==> config.mk <==
export PLATFORM = sky130hd
export DESIGN_NAME = dma_chan
export DESIGN_NICKNAME = d
export VERILOG_FILES = /design/src/rtl/dma_chan_pkg.sv /design/src/rtl/dma_chan_addr.sv /design/src/rtl/dma_chan_len.sv /design/src/rtl/dma_chan_ctrl.sv /design/src/rtl/dma_chan.sv
export SDC_FILE = /design/constraint.sdc
export NUM_CORES = 1
export LEC_CHECK = 0
export ABC_CLOCK_PERIOD_IN_PS = 8250
export BUFFER_PORTS_ARGS = -buffer_cell sky130_fd_sc_hd__buf_2
export CAP_MARGIN = 15
export CORE_MARGIN = 2
export CORE_UTILIZATION = 35
export CTS_BUF_LIST = sky130_fd_sc_hd__clkbuf_16
export DETAILED_ROUTE_END_ITERATION = 7
export PLACE_DENSITY = 0.51
export SLEW_MARGIN = 20
export SYNTH_ARGS = -nofsm -noshare
export SYNTH_HDL_FRONTEND = slang
export SYNTH_SLANG_ARGS = --single-unit
==> constraint.sdc <==
create_clock -name clk_i -period 8.25 [get_ports clk_i]
set_clock_uncertainty 0.05 [all_clocks]
set_input_delay 0.825 -clock clk_i [delete_from_list [all_inputs] [get_ports clk_i]]
set_output_delay 0.825 -clock clk_i [all_outputs]
set_load 0.05 [all_outputs]
==> src/rtl/dma_chan_pkg.sv <==
package dma_chan_pkg;
  typedef enum logic [1:0] {
    STEP_HOLD  = 2'd0,
    STEP_INC   = 2'd1,
    STEP_DEC   = 2'd2,
    STEP_HOLD3 = 2'd3
  } step_e;

  typedef enum logic [1:0] {
    XM_SINGLE     = 2'd0,
    XM_BLOCK      = 2'd1,
    XM_RPT_SINGLE = 2'd2,
    XM_RPT_BLOCK  = 2'd3
  } xfer_mode_e;

  typedef enum logic [1:0] {
    ST_IDLE  = 2'd0,
    ST_READ  = 2'd1,
    ST_WRITE = 2'd2
  } state_e;

  localparam int unsigned VLEN_BITS = 13;
  localparam int unsigned DW        = 16;
endpackage

==> src/rtl/dma_chan_addr.sv <==
module dma_chan_addr
  import dma_chan_pkg::*;
#(
  parameter int unsigned AW = 16
) (
  input  logic          clk_i,
  input  logic          rst_ni,
  input  logic          arm_i,
  input  logic          restore_i,
  input  logic          step_en_i,
  input  logic          word_i,
  input  logic [1:0]    step_i,
  input  logic [AW-1:0] cfg_addr_i,
  output logic [AW-1:0] addr_o
);
  logic [AW-1:0] base_q, addr_q, delta;

  assign delta  = word_i ? AW'(2) : AW'(1);
  assign addr_o = addr_q;

  always_ff @(posedge clk_i or negedge rst_ni) begin
    if (!rst_ni) begin
      base_q <= '0;
      addr_q <= '0;
    end else if (arm_i) begin
      base_q <= cfg_addr_i;
      addr_q <= cfg_addr_i;
    end else if (restore_i) begin
      addr_q <= base_q;
    end else if (step_en_i) begin
      case (step_e'(step_i))
        STEP_INC: addr_q <= addr_q + delta;
        STEP_DEC: addr_q <= addr_q - delta;
        default:  addr_q <= addr_q;
      endcase
    end
  end

  p_inc_r5: assert property (@(posedge clk_i) disable iff (!rst_ni)
    $past(step_en_i && !restore_i && !arm_i && step_i == STEP_INC)
      |-> addr_o == $past(addr_o) + $past(delta));
  p_dec_r5: assert property (@(posedge clk_i) disable iff (!rst_ni)
    $past(step_en_i && !restore_i && !arm_i && step_i == STEP_DEC)
      |-> addr_o == $past(addr_o) - $past(delta));
endmodule

==> src/rtl/dma_chan_len.sv <==
module dma_chan_len
  import dma_chan_pkg::*;
#(
  parameter int unsigned CW = 16
) (
  input  logic                 clk_i,
  input  logic                 rst_ni,
  input  logic                 arm_i,
  input  logic                 restore_i,
  input  logic                 cap_i,
  input  logic                 dec_i,
  input  logic                 word_i,
  input  logic                 len8_i,
  input  logic [CW-1:0]        cfg_cnt_i,
  input  logic [VLEN_BITS-1:0] cap_data_i,
  output logic                 last_o
);
  logic [CW-1:0]        base_q, rem_q;
  logic [VLEN_BITS-1:0] vlen;

  always_comb begin
    if (word_i)      vlen = cap_data_i;
    else if (len8_i) vlen = {{(VLEN_BITS-8){1'b0}}, cap_data_i[7:0]};
    else             vlen = {{(VLEN_BITS-7){1'b0}}, cap_data_i[6:0]};
  end

  // count of items still to write, including the one in flight
  always_ff @(posedge clk_i or negedge rst_ni) begin
    if (!rst_ni) begin
      base_q <= '0;
      rem_q  <= '0;
    end else if (arm_i) begin
      base_q <= cfg_cnt_i;
      rem_q  <= cfg_cnt_i;
    end else if (restore_i) begin
      rem_q <= base_q;
    end else if (cap_i) begin
      rem_q <= CW'(vlen) + CW'(1);
    end else if (dec_i) begin
      rem_q <= rem_q - CW'(1);
    end
  end

  assign last_o = rem_q <= CW'(1);

  p_vlen_zero_r11: assert property (@(posedge clk_i) disable iff (!rst_ni)
    cap_i && !arm_i && !restore_i && vlen == '0 |=> last_o);
  p_vlen_more_r11: assert property (@(posedge clk_i) disable iff (!rst_ni)
    cap_i && !arm_i && !restore_i && vlen != '0 |=> !last_o);
endmodule

==> src/rtl/dma_chan_ctrl.sv <==
module dma_chan_ctrl
  import dma_chan_pkg::*;
(
  input  logic          clk_i,
  input  logic          rst_ni,
  input  logic          arm_i,
  input  logic          trig_i,
  input  logic          sw_set_i,
  input  logic [1:0]    cfg_mode_i,
  input  logic          cfg_word_i,
  input  logic          cfg_vlen_i,
  input  logic          cfg_len8_i,
  input  logic          cfg_irq_en_i,
  input  logic [1:0]    cfg_src_step_i,
  input  logic [1:0]    cfg_dst_step_i,
  input  logic          gnt_i,
  input  logic [DW-1:0] rdata_i,
  input  logic          last_i,
  output logic          arm_o,
  output logic          restore_o,
  output logic          cap_o,
  output logic          dec_o,
  output logic          step_o,
  output logic          word_o,
  output logic          len8_o,
  output logic [1:0]    src_step_o,
  output logic [1:0]    dst_step_o,
  output logic          req_o,
  output logic          we_o,
  output logic [DW-1:0] wdata_o,
  output logic          armed_o,
  output logic          sw_req_o,
  output logic          irq_o
);
  state_e     st_q, st_d;
  xfer_mode_e mode_q;
  logic       word_q, vlen_q, len8_q, irq_en_q;
  logic [1:0] src_step_q, dst_step_q;
  logic       armed_q, sw_q, first_q, irq_q;
  logic [DW-1:0] data_q;
  logic       start, rd_done, wr_done, fin, is_block, is_rpt;

  assign is_block = mode_q[0];
  assign is_rpt   = mode_q[1];
  assign arm_o    = arm_i && st_q == ST_IDLE;
  assign start    = st_q == ST_IDLE && armed_q && !arm_i && (trig_i || sw_q);
  assign rd_done  = st_q == ST_READ && gnt_i;
  assign wr_done  = st_q == ST_WRITE && gnt_i;
  assign fin      = wr_done && last_i;

  assign restore_o  = fin && is_rpt;
  assign cap_o      = rd_done && first_q && vlen_q;
  assign dec_o      = wr_done && !last_i;
  assign step_o     = wr_done;
  assign word_o     = word_q;
  assign len8_o     = len8_q;
  assign src_step_o = src_step_q;
  assign dst_step_o = dst_step_q;
  assign req_o      = st_q != ST_IDLE;
  assign we_o       = st_q == ST_WRITE;
  assign wdata_o    = data_q;
  assign armed_o    = armed_q;
  assign sw_req_o   = sw_q;
  assign irq_o      = irq_q;

  always_comb begin
    st_d = st_q;
    case (st_q)
      ST_IDLE:  if (start) st_d = ST_READ;
      ST_READ:  if (gnt_i) st_d = ST_WRITE;
      ST_WRITE: if (gnt_i) st_d = (!last_i && is_block) ? ST_READ : ST_IDLE;
      default:  st_d = ST_IDLE;
    endcase
  end

  always_ff @(posedge clk_i or negedge rst_ni) begin
    if (!rst_ni) begin
      st_q       <= ST_IDLE;
      mode_q     <= XM_SINGLE;
      word_q     <= 1'b0;
      vlen_q     <= 1'b0;
      len8_q     <= 1'b0;
      irq_en_q   <= 1'b0;
      src_step_q <= '0;
      dst_step_q <= '0;
      armed_q    <= 1'b0;
      sw_q       <= 1'b0;
      first_q    <= 1'b0;
      irq_q      <= 1'b0;
      data_q     <= '0;
    end else begin
      st_q  <= st_d;
      irq_q <= fin && irq_en_q;
      if (arm_o) begin
        mode_q     <= xfer_mode_e'(cfg_mode_i);
        word_q     <= cfg_word_i;
        vlen_q     <= cfg_vlen_i;
        len8_q     <= cfg_len8_i;
        irq_en_q   <= cfg_irq_en_i;
        src_step_q <= cfg_src_step_i;
        dst_step_q <= cfg_dst_step_i;
      end
      if (arm_o)                armed_q <= 1'b1;
      else if (fin && !is_rpt)  armed_q <= 1'b0;
      if (sw_set_i)             sw_q <= 1'b1;
      else if (start)           sw_q <= 1'b0;
      if (arm_o || restore_o)   first_q <= 1'b1;
      else if (rd_done)         first_q <= 1'b0;
      if (rd_done)
        data_q <= word_q ? rdata_i : {8'h00, rdata_i[7:0]};
    end
  end

  p_req_armed_r2: assert property (@(posedge clk_i) disable iff (!rst_ni)
    req_o |-> armed_q);
  p_write_after_read_r3: assert property (@(posedge clk_i) disable iff (!rst_ni)
    $rose(we_o) |-> $past(req_o && !we_o && gnt_i));
  p_disarm_r8: assert property (@(posedge clk_i) disable iff (!rst_ni)
    $fell(armed_q) |-> $past(wr_done && !is_rpt));
  p_irq_after_write_r10: assert property (@(posedge clk_i) disable iff (!rst_ni)
    irq_o |-> $past(req_o && we_o && gnt_i));
  p_sw_clear_r13: assert property (@(posedge clk_i) disable iff (!rst_ni)
    $fell(sw_q) |-> st_q == ST_READ);
endmodule

==> src/rtl/dma_chan.sv <==
module dma_chan
  import dma_chan_pkg::*;
#(
  parameter int unsigned AW = 16,
  parameter int unsigned CW = 16
) (
  input  logic          clk_i,
  input  logic          rst_ni,
  input  logic [AW-1:0] cfg_src_i,
  input  logic [AW-1:0] cfg_dst_i,
  input  logic [CW-1:0] cfg_len_i,
  input  logic [1:0]    cfg_src_step_i,
  input  logic [1:0]    cfg_dst_step_i,
  input  logic          cfg_word_i,
  input  logic [1:0]    cfg_mode_i,
  input  logic          cfg_vlen_i,
  input  logic          cfg_len8_i,
  input  logic          cfg_irq_en_i,
  input  logic          arm_i,
  input  logic          trig_i,
  input  logic          sw_req_set_i,
  output logic          mem_req_o,
  output logic          mem_we_o,
  output logic [AW-1:0] mem_addr_o,
  output logic          mem_word_o,
  output logic [15:0]   mem_wdata_o,
  input  logic          mem_gnt_i,
  input  logic [15:0]   mem_rdata_i,
  output logic          armed_o,
  output logic          sw_req_o,
  output logic          irq_o
);
  localparam int unsigned NPTR = 2;  // 0 = source, 1 = destination

  logic          arm_ok, restore, cap, dec, step_en, word, len8, last;
  logic [1:0]    src_step, dst_step;
  logic [1:0]    ptr_step [NPTR];
  logic [AW-1:0] ptr_cfg  [NPTR];
  logic [AW-1:0] ptr_addr [NPTR];

  assign ptr_step[0] = src_step;
  assign ptr_step[1] = dst_step;
  assign ptr_cfg[0]  = cfg_src_i;
  assign ptr_cfg[1]  = cfg_dst_i;

  dma_chan_ctrl u_ctrl (
    .clk_i          (clk_i),
    .rst_ni         (rst_ni),
    .arm_i          (arm_i),
    .trig_i         (trig_i),
    .sw_set_i       (sw_req_set_i),
    .cfg_mode_i     (cfg_mode_i),
    .cfg_word_i     (cfg_word_i),
    .cfg_vlen_i     (cfg_vlen_i),
    .cfg_len8_i     (cfg_len8_i),
    .cfg_irq_en_i   (cfg_irq_en_i),
    .cfg_src_step_i (cfg_src_step_i),
    .cfg_dst_step_i (cfg_dst_step_i),
    .gnt_i          (mem_gnt_i),
    .rdata_i        (mem_rdata_i),
    .last_i         (last),
    .arm_o          (arm_ok),
    .restore_o      (restore),
    .cap_o          (cap),
    .dec_o          (dec),
    .step_o         (step_en),
    .word_o         (word),
    .len8_o         (len8),
    .src_step_o     (src_step),
    .dst_step_o     (dst_step),
    .req_o          (mem_req_o),
    .we_o           (mem_we_o),
    .wdata_o        (mem_wdata_o),
    .armed_o        (armed_o),
    .sw_req_o       (sw_req_o),
    .irq_o          (irq_o)
  );

  for (genvar g = 0; g < NPTR; g++) begin : g_ptr
    dma_chan_addr #(.AW(AW)) u_addr (
      .clk_i      (clk_i),
      .rst_ni     (rst_ni),
      .arm_i      (arm_ok),
      .restore_i  (restore),
      .step_en_i  (step_en),
      .word_i     (word),
      .step_i     (ptr_step[g]),
      .cfg_addr_i (ptr_cfg[g]),
      .addr_o     (ptr_addr[g])
    );
  end

  dma_chan_len #(.CW(CW)) u_len (
    .clk_i      (clk_i),
    .rst_ni     (rst_ni),
    .arm_i      (arm_ok),
    .restore_i  (restore),
    .cap_i      (cap),
    .dec_i      (dec),
    .word_i     (word),
    .len8_i     (len8),
    .cfg_cnt_i  (cfg_len_i),
    .cap_data_i (mem_rdata_i[VLEN_BITS-1:0]),
    .last_o     (last)
  );

  assign mem_addr_o = mem_we_o ? ptr_addr[1] : ptr_addr[0];
  assign mem_word_o = word;

  p_stall_hold_r3: assert property (@(posedge clk_i) disable iff (!rst_ni)
    mem_req_o && !mem_gnt_i |=> mem_req_o && $stable(mem_we_o) && $stable(mem_addr_o));
endmodule

==> flow_summary.ini, run 1 <==
[setup_path]
cpMostUsedCell = inv_1
path_delay_family = compound AO/OA/AOI/OAI gates
startpoint = u_ctrl.dst_step_o[0]$_DFFE_PN0P_
crit_fanout = 20
r2r_end = g_ptr[1].u_addr.addr_o[14]$_DFFE_PN0P_
crit_slowest_cell = ha_1
critPathArrivalTime_ns = 4.12
cp_num_cells = 13
r2r-start = u_ctrl.dst_step_o[0]$_DFFE_PN0P_
reg2reg_depth = 13
endpoint = g_ptr[1].u_addr.addr_o[14]$_DFFE_PN0P_
worstPathCellList = inv_1 > ha_1 > inv_1 > nor2_1 > fa_1 > inv_1 > nor4_1 > o32ai_1 > a311oi_1 > mux2i_1 > a31oi_1 > o21ai_0 > o2bb2a_1
worstSetupStartpointType = register
reg2reg_slack_ns = 4.38
slowest_delay_ns = 0.66
path_class = register to register
required_ns = 8.50
cp_num_buf_inv = 3
endpoint_kind = register

[sta]
finalSetupViolations = 0
hold_violations = 0
worst_pin_slew_ns = 0.7899
hold_ws_ns = 0.4011
post-route-period-util = 0.4689
relSlewSlack = 0.4734
setup_tns_ns = 0
fin_ws_ns = 4.382
max_freq_mhz = 258.5
slew_violations = 0
rsz0062_at_grt = no
post-route-min-period_ns = 3.868

[floorplan]
placementRows = 56
die_h_um = 158.5
start_util = 0.3560
coreArea_um2 = 23470
io_pins = 118
die_w_um = 158.5
die_area_um2 = 25130

[clocking]
clk_latency_ns = 0.42
cts_tree = built
cts_hold_buffers = 0
ctsRootBufferMaster = clkbuf_16
cts_max_level = 4
clk_path_buf_depth = 2
cts_setup_buffers = 0
clk_pin_slew_ns = 0.06
numCtsBuffers = 17
cts_resized = 0
clock-sinks = 128

[detailed_routing]
viasPerCell = 5.344
wl_per_cell_um = 18.04
drc = 0
vias = 7834
first_iter_violations = 508
drtPass1Iterations = 5
totalWireLength_um = 26450
ant_nets = 0

[power]
pwr-share-comb = 0.521
p_leak_uw = 0.004364
internal_power_uw = 2225
power.density_nw_per_um2 = 452.6
vdd_drop_max_mv = 0.2473
p_clk_frac = 0.185
pwr-share-seq = 0.294
swShare = 0.4925
p_sw_uw = 2159

[synth]
synth_warnings = 0
synth_top_area_frac = 0.3833
ys_types = 77
postSynthCellCount = 1071
ys_seq_area_frac = 0.3833
synth_ff_type = dfrtp_1
synth_edf_count = 0
syn_area_um2 = 8357
synthTopCellsByArea = dfrtp_1 (38%), nand2_1 (14%), o21ai_0 (4.4%), xnor2_1 (3.7%), a21oi_1 (2.8%)
synth_area_leader_cell = dfrtp_1
synth_area_per_cell_um2 = 7.803
synth-seq-cells = 128
yosysMostFrequentCell = nand2_1
synth_fp_nets = 1164
ys_async_sr_fraction = 1.000
synthTopCellsByCount = nand2_1 (301), dfrtp_1 (128), o21ai_0 (73)

[global_routing]
grt_pass1_vias = 7543
grtUsageTotal = 0.2151
grtUsageMet2 = 0.3540
grt_use_met1 = 0.2875
busiest_layer = met2
grt_first_pass_wirelength_um = 41840
met3_usage = 0.04328
grt_max_degree = 79
antenna_found_initial = 0
grt_overflow = 0

[job]
max_cap_viol_count = 0

[run_status]
outcome = complete, no violations

[place]
io_buffer_count = 117
pre_cts_slack_ns = 4.052
gp_congestion = 0.8691
dpl.hpwl_um = 18550

[layout]
drive_above_1_share = 0.1561
diodes = 0
area_delta_synth_final_pct = 15.93
num-nets-final = 1227

[worst_hold_path]
holdCritPathClass = primary input to asynchronous set/reset pin
## layer usage
layer | up-vias | wire length [um]
met5 | - | 0
met2 | 178 | 12680
met4 | 0 | 520
li1 | 3856 | -
met1 | 3773 | 12020
met3 | 27 | 1227
## cell usage in the layout, fill, tap and decap left out, drive strengths merged, types with 8 or more instances in the layout
cell type,Yosys,layout
a211oi,9,9
a21o,9,9
a21oi,49,49
a31oi,27,27
and3,8,8
buf,36,126
clkbuf,46,17
dfrtp,128,128
ha,11,11
inv,27,28
mux2,8,8
nand2,301,301
nand3,24,24
nand4,11,11
nor2,60,60
nor3,19,19
nor4,11,11
o211ai,17,17
o21a,8,8
o21ai,79,79
o22ai,18,18
or3,8,8
xnor2,35,35
xor2,14,14
## worst min path at each step
stage	from	end	slack, ns	cells after the start
after global placement	g_ptr[1].u_addr.base_q[13]$_DFFE_PN0P_	g_ptr[1].u_addr.base_q[13]$_DFFE_PN0P_	0.40	2
after global routing	g_ptr[1].u_addr.base_q[3]$_DFFE_PN0P_	g_ptr[1].u_addr.base_q[3]$_DFFE_PN0P_	0.43	1
after floorplan	g_ptr[1].u_addr.base_q[13]$_DFFE_PN0P_	g_ptr[1].u_addr.base_q[13]$_DFFE_PN0P_	0.38	2
final	rst_ni	g_ptr[1].u_addr.addr_o[15]$_DFFE_PN0P_	0.40	1
after CTS	g_ptr[1].u_addr.base_q[13]$_DFFE_PN0P_	g_ptr[1].u_addr.base_q[13]$_DFFE_PN0P_	0.42	2
after detailed placement	u_len.base_q[7]$_DFFE_PN0P_	u_len.base_q[7]$_DFFE_PN0P_	0.40	2
## kinds of logic (layout without fill, tap and decap cells)
group	count (synthesis)	in the layout	synth area share
fa+ha+maj	13	13	0.02126
buf+inv	109	185	0.05495
simple gates	485	485	0.2587
xor+xnor	49	49	0.05135
compound gates	272	272	0.2113
flops	128	128	0.3833
mux	15	15	0.01917
## power groups by stage
stage	combinational [uW]	clock, uW	sequential (uW)
after floorplan	1820	0	1190
after global placement	2280	0	1300
after detailed placement	2280	0	1300
after CTS	2290	827	1290
after global routing	2540	855	1340
final	2280	810	1290
## per-stage QoR
step	cell area, um2	cells	util	total power [uW]
after floorplan	8357	1071	-	3009
after global placement	9059	1433	0.3859	3574
after detailed placement	9059	1433	0.3859	3576
after CTS	9677	1465	0.4123	4405
after global routing	9688	1466	0.4127	4733
final	9688	1466	0.4127	4385
## cell type report
cell class	instances	area, um2
Tap cell	319	399.1
Timing Repair Buffer	126	663.1
Clock buffer	17	425.4
Sequential cell	128	3203
Multi-Input combinational cell	834	4703
Fill cell	2449	13780
Inverter	27	101.3
Clock inverter	15	192.7
## registers in the layout, indices dropped and copies added, names as in the netlist
name and flops:
u_ctrl.armed_o 1, u_ctrl.dst_step_o 2, g_ptr.u_addr.base_q 32, u_len.base_q 16, u_ctrl.src_step_o 2, u_ctrl.wdata_o 16
u_ctrl.st_q 2, u_ctrl.len8_o 1, u_ctrl.word_o 1, u_ctrl.irq_en_q 1, u_ctrl.vlen_q 1, u_ctrl.sw_req_o 1
u_len.rem_q 16, g_ptr.u_addr.addr_o 32, u_ctrl.mode_q 2, u_ctrl.first_q 1, u_ctrl.irq_o 1
Power figures use the tool's default switching activity.
==> inputs of run 2 (changes only) <==
--- a/config.mk
+++ b/config.mk
@@ -5,7 +5,7 @@
 export SDC_FILE = /design/constraint.sdc
 export NUM_CORES = 1
 export LEC_CHECK = 0
-export ABC_CLOCK_PERIOD_IN_PS = 8250
+export ABC_CLOCK_PERIOD_IN_PS = 3600
 export BUFFER_PORTS_ARGS = -buffer_cell sky130_fd_sc_hd__buf_2
 export CAP_MARGIN = 15
 export CORE_MARGIN = 2
==> constraint.sdc (replaced) <==
create_clock -name clk_i -period 3.6 [get_ports clk_i]
set_clock_uncertainty 0.05 [all_clocks]
set_input_delay 0.36 -clock clk_i [delete_from_list [all_inputs] [get_ports clk_i]]
set_output_delay 0.36 -clock clk_i [all_outputs]
set_load 0.05 [all_outputs]
==> run 2 against run 1 <==
Fmax up 26%. Largest power group unchanged. Die area unchanged. First-iteration DRC count up 8.7%. Power up 130%. Sequential share of layout area fell by 0.37 points. Global-route usage up 0.88 points. Non-clock buffer count is 16 higher. Count of clock-buffer cells in the layout unchanged. Largest cell class unchanged. Utilization rose by 0.46 points. Cell count grew 1.1%. Combinational power grew 140%. Sequential power up 130%.
==> flow_summary.ini, run 2 (synthesized netlist as in run 1, its figures left out) <==
[sta]
slew_violations = 0
post-route-min-period_ns = 3.063
finalSetupViolations = 0
post-route-period-util = 0.8507
max_freq_mhz = 326.5
setup_tns_ns = 0
relSlewSlack = 0.4573
fin_ws_ns = 0.5374
rsz0062_at_grt = no
hold_violations = 0
worst_pin_slew_ns = 0.8141

[clocking]
numCtsBuffers = 17
clock-sinks = 128
cts_resized = 0
clk_latency_ns = 0.42
cts_max_level = 4
clk_path_buf_depth = 2
clk_pin_slew_ns = 0.06
cts_tree = built
ctsRootBufferMaster = clkbuf_16

[worst_hold_path]
hold_depth = 2
min_to = u_ctrl.sw_req_o$_DFFE_PN0P_
min_from = sw_req_set_i
holdCritPathClass = primary input to register

[global_routing]
grt_first_pass_wirelength_um = 43210
grt_overflow = 0
grt_pass1_vias = 7737
grt_max_degree = 83
antenna_found_initial = 0
grtUsageTotal = 0.2239

[run_status]
outcome = complete, no violations

[detailed_routing]
drtPass1Iterations = 5
vias = 8007
wl_per_cell_um = 18.23
ant_nets = 0
wl_met3_um = 1294
totalWireLength_um = 27010
m1WireLength_um = 12260
first_iter_violations = 552
wl_met2_um = 12760
top_layer = met4
viasPerCell = 5.403
drc = 0

[setup_path]
worstSetupStartpointType = register
required_ns = 3.86
reg2reg_depth = 10
endpoint_kind = register
crit_fanout = 11
path_class = register to register
critPathArrivalTime_ns = 3.32
r2r-start = u_ctrl.src_step_o[0]$_DFFE_PN0P_
reg2reg_slack_ns = 0.54
r2r_end = g_ptr[0].u_addr.addr_o[15]$_DFFE_PN0P_

[power]
p_clk_frac = 0.181
internal_power_uw = 5133
p_sw_uw = 5027
pwr-share-comb = 0.532
p_leak_uw = 0.004441
power.density_nw_per_um2 = 1037
vdd_drop_max_mv = 0.4043
pwr-share-seq = 0.288
swShare = 0.4948

[floorplan]
die_w_um = 158.5
coreArea_um2 = 23470
die_area_um2 = 25130
io_pins = 118
placementRows = 56
die_h_um = 158.5
start_util = 0.3560

[layout]
fin_cells = 1482
num-nets-final = 1243
final_cell_mix = nand2_1 (300), dfrtp_1 (128), buf_2 (116)
area_delta_synth_final_pct = 17.23
layout_commonest_cell = nand2_1
final_util = 0.4174
diodes = 0
drive_above_1_share = 0.1685

[place]
dpl.hpwl_um = 19220
pre_cts_slack_ns = 0.5363
dp.cells = 1449
gp_congestion = 0.9048
io_buffer_count = 117

[job]
max_cap_viol_count = 0
## run 2: cell types whose count changed in the layout (fill, tap and decap cells not counted), sizes merged
cell,previous run,this run
dlygate4sd3,0,1
clkinv,7,5
clkinvlp,3,2
bufinv,4,3
inv,28,32
buf,126,141
## run 2: layout make-up
cell class / instances / area (um2)
clock buffer: 17 / 425.4
clock inverter: 15 / 182.7
fill: 2441 / 13680
inverter: 27 / 101.3
multi-input combinational: 834 / 4703
sequential: 128 / 3203
tap: 319 / 399.1
timing repair buffer: 142 / 782.0
## run 2: power groups by stage
stage	logic, uW	registers (uW)	clock network (uW)
2_1_floorplan	4160	2740	0
3_3_place_gp	5360	2930	0
3_5_place_dp	5390	2930	0
4_1_cts	5410	2910	1870
5_1_grt	5990	3040	1930
6_report	5400	2920	1840
## run 2: worst max path at each step
stage	start	end	slack (ns)
6_report	u_ctrl.src_step_o[0]$_DFFE_PN0P_	g_ptr[0].u_addr.addr_o[15]$_DFFE_PN0P_	0.54
5_1_grt	u_ctrl.dst_step_o[0]$_DFFE_PN0P_	g_ptr[1].u_addr.addr_o[14]$_DFFE_PN0P_	0.21
4_1_cts	u_ctrl.dst_step_o[0]$_DFFE_PN0P_	g_ptr[1].u_addr.addr_o[14]$_DFFE_PN0P_	0.53
3_5_place_dp	u_ctrl.dst_step_o[0]$_DFFE_PN0P_	g_ptr[1].u_addr.addr_o[14]$_DFFE_PN0P_	0.54
3_3_place_gp	u_ctrl.dst_step_o[0]$_DFFE_PN0P_	g_ptr[1].u_addr.addr_o[14]$_DFFE_PN0P_	0.57
2_1_floorplan	u_ctrl.word_o$_DFFE_PN0P_	g_ptr[1].u_addr.addr_o[14]$_DFFE_PN0P_	0.19
## run 2: stage by stage
step           hold WS (ns)  cell area [um2]  power, uW
6_report            0.06760             9797      10160
5_1_grt             0.06617             9797      10960
4_1_cts             0.05521             9797      10190
3_5_place_dp         0.4025             9179       8323
3_3_place_gp         0.3985             9179       8287
2_1_floorplan       0.01441             8357       6896
## run 2: metal layers
metal	global-route usage	up-vias
li1	-	3892
met1	0.2987	3861
met4	0.08366	0
met3	0.04056	43
met5	0	-
met2	0.3631	211
## run 2: worst max-delay path, cell delays in order (launching register included)
cell and delay, ns:
dfrtp_1 0.36, inv_1 0.09, ha_1 0.51, xnor2_1 0.18, o21bai_1 0.24, and2_1 0.20, o21ai_0 0.54, nand2_1 0.14
mux2i_1 0.29, mux2i_1 0.28, nor3_2 0.07
## run 2: what timing repair did
item,in CTS,in global routing
hold endpoints to repair,22,0
buffers inserted,0,0
hold buffers,1,0
